<file path="config.mk">
export PLATFORM = sky130hd
export DESIGN_NAME = skip_sequencer
export DESIGN_NICKNAME = d
export VERILOG_FILES = /design/src/rtl/sks_pkg.sv /design/src/rtl/sks_run_len.sv /design/src/rtl/sks_mask_shift.sv /design/src/rtl/skip_sequencer.sv
export SDC_FILE = /design/constraint.sdc
export NUM_CORES = 1
export LEC_CHECK = 0
export CAP_MARGIN = 30
export CORE_UTILIZATION = 45
export CTS_BUF_LIST = sky130_fd_sc_hd__clkbuf_8
export DETAILED_ROUTE_END_ITERATION = 8
export PLACE_DENSITY = 0.72
export SLEW_MARGIN = 0
export SYNTH_ARGS = -nofsm -noshare
export SYNTH_HDL_FRONTEND = slang
export SYNTH_SLANG_ARGS = --single-unit
</file>
<file path="constraint.sdc">
create_clock -name clk -period 7.2 [get_ports clk]
set_clock_uncertainty 0.05 [all_clocks]
set_input_delay 1.44 -clock clk [delete_from_list [all_inputs] [get_ports clk]]
set_output_delay 1.44 -clock clk [all_outputs]
set_load 0.1 [all_outputs]
</file>
<file path="src/rtl/sks_pkg.sv">
package sks_pkg;
    typedef enum logic [1:0] {
        ST_IDLE = 2'd0,
        ST_NORM = 2'd1,
        ST_FAST = 2'd2
    } sks_state_e;
endpackage

</file>
<file path="src/rtl/sks_run_len.sv">
module sks_run_len #(
    parameter int IN_W  = 32,
    parameter int MAX   = 8,
    parameter int CNT_W = 4
) (
    input  logic [IN_W-1:0]  bits_i,
    output logic [CNT_W-1:0] run_o
);
    always_comb begin
        logic stop;
        stop  = 1'b0;
        run_o = '0;
        for (int i = 0; i < MAX; i++) begin
            if (!stop && bits_i[i]) run_o = run_o + CNT_W'(1);
            else stop = 1'b1;
        end
    end
endmodule

</file>
<file path="src/rtl/sks_mask_shift.sv">
module sks_mask_shift #(
    parameter int W     = 32,
    parameter int AMT_W = 4
) (
    input  logic [W-1:0]     mask_i,
    input  logic [AMT_W-1:0] amt_i,
    output logic [W-1:0]     mask_o,
    output logic             empty_o
);
    assign mask_o  = mask_i >> amt_i;
    assign empty_o = (mask_o == '0);
endmodule

</file>
<file path="src/rtl/skip_sequencer.sv">
module skip_sequencer #(
    parameter int WORD_W   = 32,
    parameter int ADDR_W   = 10,
    parameter int FAST_RUN = 8,
    parameter int STEP_W   = $clog2(FAST_RUN + 1)
) (
    input  logic              clk,
    input  logic              rst_n,
    input  logic              load_valid,
    input  logic              load_jump,
    input  logic              load_fast,
    input  logic [WORD_W-1:0] load_word,
    input  logic              domain_shared,
    input  logic              slot_valid,
    input  logic              branch_taken,
    output logic              jump_valid,
    output logic [ADDR_W-1:0] jump_addr,
    output logic              issue_exec,
    output logic              issue_nop,
    output logic [STEP_W-1:0] fetch_step,
    output logic              skip_active
);
    import sks_pkg::*;

    localparam logic [STEP_W-1:0] ONE_STEP = STEP_W'(1);
    localparam logic [STEP_W-1:0] RUN_CAP  = STEP_W'(FAST_RUN);

    sks_state_e          state_q, state_d;
    logic [WORD_W-1:0]   mask_q, mask_d;
    logic [WORD_W-1:0]   load_pat, mask_sh;
    logic [STEP_W-1:0]   run_len, shamt;
    logic                sh_empty, fast_eff;

    assign load_pat = load_jump ? (load_word >> ADDR_W) : load_word;
    assign fast_eff = (state_q == ST_FAST) && !domain_shared;

    sks_run_len #(.IN_W(WORD_W), .MAX(FAST_RUN), .CNT_W(STEP_W)) u_run (
        .bits_i (mask_q),
        .run_o  (run_len)
    );

    always_comb begin
        if (!fast_eff)               shamt = ONE_STEP;
        else if (run_len == RUN_CAP) shamt = RUN_CAP;
        else                         shamt = run_len + ONE_STEP;
    end

    sks_mask_shift #(.W(WORD_W), .AMT_W(STEP_W)) u_shift (
        .mask_i  (mask_q),
        .amt_i   (shamt),
        .mask_o  (mask_sh),
        .empty_o (sh_empty)
    );

    // state register
    always_ff @(posedge clk or negedge rst_n) begin
        if (!rst_n) begin
            state_q <= ST_IDLE;
            mask_q  <= '0;
        end else begin
            state_q <= state_d;
            mask_q  <= mask_d;
        end
    end

    // transitions: ARM, FLUSH, DRAIN, HOLD
    always_comb begin
        state_d = state_q;
        mask_d  = mask_q;
        if (load_valid) begin
            mask_d = load_pat;
            if (load_pat == '0)  state_d = ST_IDLE;
            else if (load_fast)  state_d = ST_FAST;
            else                 state_d = ST_NORM;
        end else if (branch_taken) begin
            state_d = ST_IDLE;
            mask_d  = '0;
        end else if (slot_valid) begin
            unique case (state_q)
                ST_IDLE: ;
                ST_NORM, ST_FAST: begin
                    mask_d = mask_sh;
                    if (sh_empty) state_d = ST_IDLE;
                end
                default: state_d = ST_IDLE;
            endcase
        end
    end

    // outputs
    always_comb begin
        issue_exec = 1'b0;
        issue_nop  = 1'b0;
        fetch_step = '0;
        if (slot_valid) begin
            unique case (state_q)
                ST_IDLE: begin
                    issue_exec = 1'b1;
                    fetch_step = ONE_STEP;
                end
                ST_NORM, ST_FAST: begin
                    fetch_step = shamt;
                    if (fast_eff) begin
                        issue_nop  = (run_len == RUN_CAP);
                        issue_exec = (run_len != RUN_CAP);
                    end else begin
                        issue_nop  = mask_q[0];
                        issue_exec = !mask_q[0];
                    end
                end
                default: ;
            endcase
        end
    end

    assign jump_valid  = load_valid && load_jump;
    assign jump_addr   = load_word[ADDR_W-1:0];
    assign skip_active = (state_q != ST_IDLE);
endmodule

</file>
---- After elaboration in Yosys (flattened, before gate mapping) ----
Cells that the tools add are included.
cells by class
  add/subtract/negate cells ............... 8
  eq/ne operators ......................... 6
  shift operators ......................... 1
  muxes and demuxes ....................... 37
  reductions and logical operators ........ 26
operator list
  kind                                                             count
  32-bit 2-to-1 mux                                                5
  32-bit zero test                                                 2
  4-bit 2-to-1 mux                                                 10
  4-bit by 1-bit adder with 4-bit output, second input constant    8
  32-bit by 4-bit >> shifter with 32-bit output                    1
  1-bit 2-to-1 mux                                                 13
  2-bit 2-to-1 mux                                                 6
  1-bit logical AND                                                9
  1-bit zero test                                                  8
  4-bit inequality test, second input constant                     2
  4-bit case mux with 2 select lines                               1
  3-bit nonzero test                                               2
  4-bit == test, second input constant                             1
  2-bit case mux with 2 select lines                               1
  3-bit inequality test, second input constant                     1
  3-bit AND reduction                                              1
  2-bit by 1-bit == test with 1-bit output, second input constant  1
  2-bit == test, second input constant                             1
  2-bit zero test                                                  1
  1-bit case mux with 2 select lines                               1
  2-bit AND reduction                                              1
  2-bit nonzero test                                               1
  2-bit OR reduction                                               1
word-level totals
  register bits ........................... 34
  input bits .............................. 40
  output and inout port bits .............. 18
  logic and storage cells ................. 80

---- Longest topological paths before layout ----
Gate-level depths: netlist (run 1).
  depth after elaboration ................. 30
  gate-level depth with buffers ........... 26
  depth with buffers taken out ............ 24

---- Cells and area by module ----
A second synthesis (run 1) with hierarchy kept.
unflattened totals
  cell total of the unflattened synthesis .. 482
  area, all modules ....................... 4440.5 µm²
by module, submodules not included
  module          instances  cells an instance  area each (µm²)  sequential area each (µm²)
  skip_sequencer  1          228                2164.6           850.8
  sks_mask_shift  1          205                1949.4           0.0
  sks_run_len     1          49                 326.6            0.0

---- Least setup slack after synthesis (run 1) ----
Ideal clock, no wire load.
  kind .................................... register -> output
  start point ............................. reg mask_q[1]
  end point ............................... out fetch_step[1]
  arrival time ............................ 5417 ps
  data required time ...................... 5710 ps
  setup slack ............................. 293 ps
  stages on the path, launching flop included .. 17
  buffers on the path ..................... 2
  cells stage by stage .................... dfrtp_1 inv_1 o21ai_0 inv_1 ha_1 o31a_1 ha_1 nor2_1 a21oi_1 o21ai_0 ha_1 mux2_2 ha_1 clkbuf_1 nand2_1 clkbuf_1 nor3_1
between the ends
  word-level cells in the longest chain between the ends .. 25
  elaborated cells between the ends (all ways) .. 38
  classes of those cells .................. add/sub (7); eq/ne (1); mux (17); reduce/logical (13)
RTL lines
  element                                                                          line                                        source
  start, declared                                                                  skip_sequencer.sv:29                        logic [WORD_W-1:0] mask_q, mask_d;
  start signal, assigned                                                           skip_sequencer.sv:62                        mask_q <= mask_d;
  1-bit logical AND *                                                              sks_run_len.sv:14                           if (!stop && bits_i[i]) run_o = run_o + CNT_W'(1);
  branches (longest 18 deep; another with 4-bit by 1-bit adder with 4-bit output)  n/a
  4-bit 2-to-1 mux *                                                               sks_run_len.sv:14
  4-bit by 1-bit adder with 4-bit output or 4-bit == test (tied branches)          skip_sequencer.sv:45, skip_sequencer.sv:44
  4-bit 2-to-1 mux *                                                               skip_sequencer.sv:44                        else if (run_len == RUN_CAP) shamt = RUN_CAP;
  4-bit 2-to-1 mux *                                                               skip_sequencer.sv:43                        if (!fast_eff) shamt = ONE_STEP;
  4-bit case mux with 2 select lines *                                             skip_sequencer.sv:96                        unique case (state_q)
  4-bit 2-to-1 mux *                                                               skip_sequencer.sv:95                        if (slot_valid) begin
  end, declared                                                                    skip_sequencer.sv:20                        output logic [STEP_W-1:0] fetch_step,
Every way passes the cells marked *.

---- Worst setup path in the final report (run 1) ----
  start point ............................. reg mask_q[1]
  end point ............................... out fetch_step[0]
The elaborated chain is that of the path after synthesis.

==> out/metrics.cfg, run 1 <==
[synth]
syn-cell-area_mm2=0.00451
synth_warnings=0
synthFlopType=dfrtp_1
ys_seq_elements=34
synth_cell_types=74
syn_nets=653
seq_area_frac_synth_pct=18.9
async_reset_ff_share_pct=100
syn-instance-count=604
synth_edf_count=0
synth.avg_cell_area_um2=7.46

[placed_design]
place_ws_ns=0.932
gp_congestion=1.00
hpwl_mm=12.6
io_buffers=57

[die]
core_area_mm2=0.00973
die_h_um=102
start_util_pct=46.3
row_count=36
pin_count=58
die_w_um=102
die-area_mm2=0.0104

[global_routing]
grt_start_max_net_pins=38
grt_pass1_vias=4700
antenna_found_initial=0
grtUsageTotal_pct=33.0
grt_pass1_wl_mm=26.2
overflow=0

[setup_path]
cp_max_fo=23
reg2reg_from=mask_q[1]
crit_path_end_kind=primary output
crit_start=mask_q[1]
start_kind=flip-flop
cp_data_arrival_time_ns=5.18
crit_type=flip-flop to primary output
cp.required_ns=5.71

[power_and_ir_drop]
p_switching_mw=0.433
p_clk_share_pct=17.6
p_leak_nw=2.01
power.internal_mw=0.465
p_seq_share_pct=29.1
p_sw_share_pct=48.3
p_per_area_mw_per_mm2=176
p_comb_share_pct=53.2
peakVddDrop_mv=0.103

[clock_network]
cts_tree=done
clk_latency_ns=0.30
cts_buffer_depth=2
h-tree-depth=2
clock-sinks=34
cts_buffers=5
post_cts.resized_instances=0
cts_hold_buf=0
cts_setup_buffers=0
cts_root_buf=clkbuf_8
clk_pin_slew_ns=0.08

[timing]
final_hold_viol_count=0
fmax_ghz=0.150
relSlewSlack_pct=31.9
finalCriticalPeriod_ns=6.67
hold_slack_ns=0.531
slew_violations=0
setup_viol=0
fin_ws_ns=0.527
worst_pin_slew_ns=1.02
period_share_pct=92.7
fin_tns_setup_ns=0
rsz0062_at_grt=false

[drt]
drtIter0Drc=721
wl_mm=17.1
drtPass1Iterations=6
avgRoutedWirePerCell_um=22.6
final_antenna_net_count=0
post-route-drc-count=0
vias_per_cell=6.94
routed-via-count=5240

[run_status]
status=completed

[finish]
layout_common_cells=nand2_1 (58), nor2_1 (54), clkdlybuf4s50_1 (51)
area_growth_pct=13.0
diodes=0
final_common_cell=nand2_1
fin_nets=670
fillers=980
drive_above_1_share_pct=10.3

[job]
maxCapViolCount=0

[hold_path]
min_from=state_q[0]
hold_class=flip-flop to flip-flop

-- cells in the mapped netlist, types with 4 or more instances --
library cell,n,area share (%)
o22ai_1,8,1.1
and2_1,9,1.2
nand4_1,8,1.1
buf_4,12,2.0
and3_1,7,0.97
clkbuf_1,24,2.0
a21oi_1,51,5.7
dfrtp_1,34,19
inv_1,24,2.0
a31oi_1,9,1.2
a211oi_1,11,1.8
nor4_1,6,0.83
nand3_1,28,3.1
nor2b_1,5,0.69
a221oi_1,17,3.3
a211o_1,5,0.97
a22o_1,4,0.78
mux2_2,14,3.5
o21ai_0,27,3.0
nor2_1,54,4.5
ha_1,9,2.5
mux2i_1,29,6.4
o221ai_1,4,0.78
a32oi_1,4,0.78
nor3_1,8,0.89
buf_6,4,1.0
nand2_1,58,4.8
a2bb2oi_1,4,0.78
a22oi_1,9,1.5
o211ai_1,25,4.2
buf_2,15,1.7
-- through the flow --
step | instances | utilization (%) | total power, mW | instance area, µm²
floorplan | 604 | - | 0.590 | 4510
global placement | 747 | 51.4 | 0.722 | 5000
detailed placement | 747 | 51.4 | 0.725 | 5000
CTS | 755 | 52.4 | 0.881 | 5100
global route | 755 | 52.4 | 0.938 | 5100
finish | 755 | 52.4 | 0.898 | 5100
-- flip-flops by register name (all words and copies together) (netlist names) --
name / cells
mask_q: 32
state_q: 2
-- metal layers --
metal | vias to the layer above | global-route usage [%] | wire [µm]
met5 | - | 0 | 0
met4 | 0 | 12.0 | 688
met3 | 62 | 5.75 | 1900
met2 | 410 | 51.5 | 7480
met1 | 2423 | 45.7 | 7020
li1 | 2345 | - | -
-- worst paths after layout --
path                            endpoint  slack (ns)  cells after the start
min reg2reg                   state_q[0]        0.53                      2
max reg2reg                   state_q[1]        0.89                     22
min in group asynchronous     state_q[0]        1.51                      2
max in group asynchronous     mask_q[31]        5.26                      2
min                           state_q[0]        0.53                      2
max                        fetch_step[0]        0.53                     19
-- cells by family after synthesis --
family          after synthesis  synth area share [%]
compound gates              224                  35.5
xor+xnor                      3                 0.583
fa+ha+maj                     9                  2.50
buf+inv                      83                  8.99
flops                        34                  18.9
mux                          46                  11.4
simple gates                205                  22.1
-- power by group through the flow --
stage	combinational, mW	sequential [mW]	clock [mW]
2_1_floorplan	0.349	0.241	0
3_3_place_gp	0.461	0.261	0
3_5_place_dp	0.462	0.263	0
4_1_cts	0.465	0.259	0.158
5_1_grt	0.510	0.264	0.164
6_report	0.478	0.262	0.158
-- critical path, cell delays in order (launching register included) --
cell	delay [ns]
dfrtp_1	0.42
inv_1	0.12
o21ai_0	0.25
inv_1	0.07
ha_1	0.36
o31a_1	0.33
ha_1	0.34
a21oi_1	0.15
o21ai_0	0.11
ha_1	0.30
mux2_2	0.15
inv_1	0.04
ha_1	0.23
and3_1	0.21
and2_4	0.17
a32o_1	0.35
o21ai_4	0.70
a21oi_1	0.15
nor2_1	0.12
buf_4	0.30
-- layout make-up --
cell class                 instances  area, µm²  area share [%]
clock buffer                       6       82.6            1.62
sequential                        34        851            16.7
multi-input combinational        487       3260            63.9
timing repair buffer              68        638            12.5
inverter                          25       93.8            1.84
clock inverter                     2       8.76           0.172
tap                              133        166            3.27
Power figures use the tool's default switching activity.
==> run 2, diff against run 1 <==
--- a/config.mk
+++ b/config.mk
@@ -8,6 +8,7 @@
 export CAP_MARGIN = 30
 export CORE_UTILIZATION = 45
 export CTS_BUF_LIST = sky130_fd_sc_hd__clkbuf_8
+export CTS_CLUSTER_SIZE = 14
 export DETAILED_ROUTE_END_ITERATION = 8
 export PLACE_DENSITY = 0.72
 export SLEW_MARGIN = 0
==> results of run 2 <==
The final DEF is identical to that of run 1; final timing and power are the same.
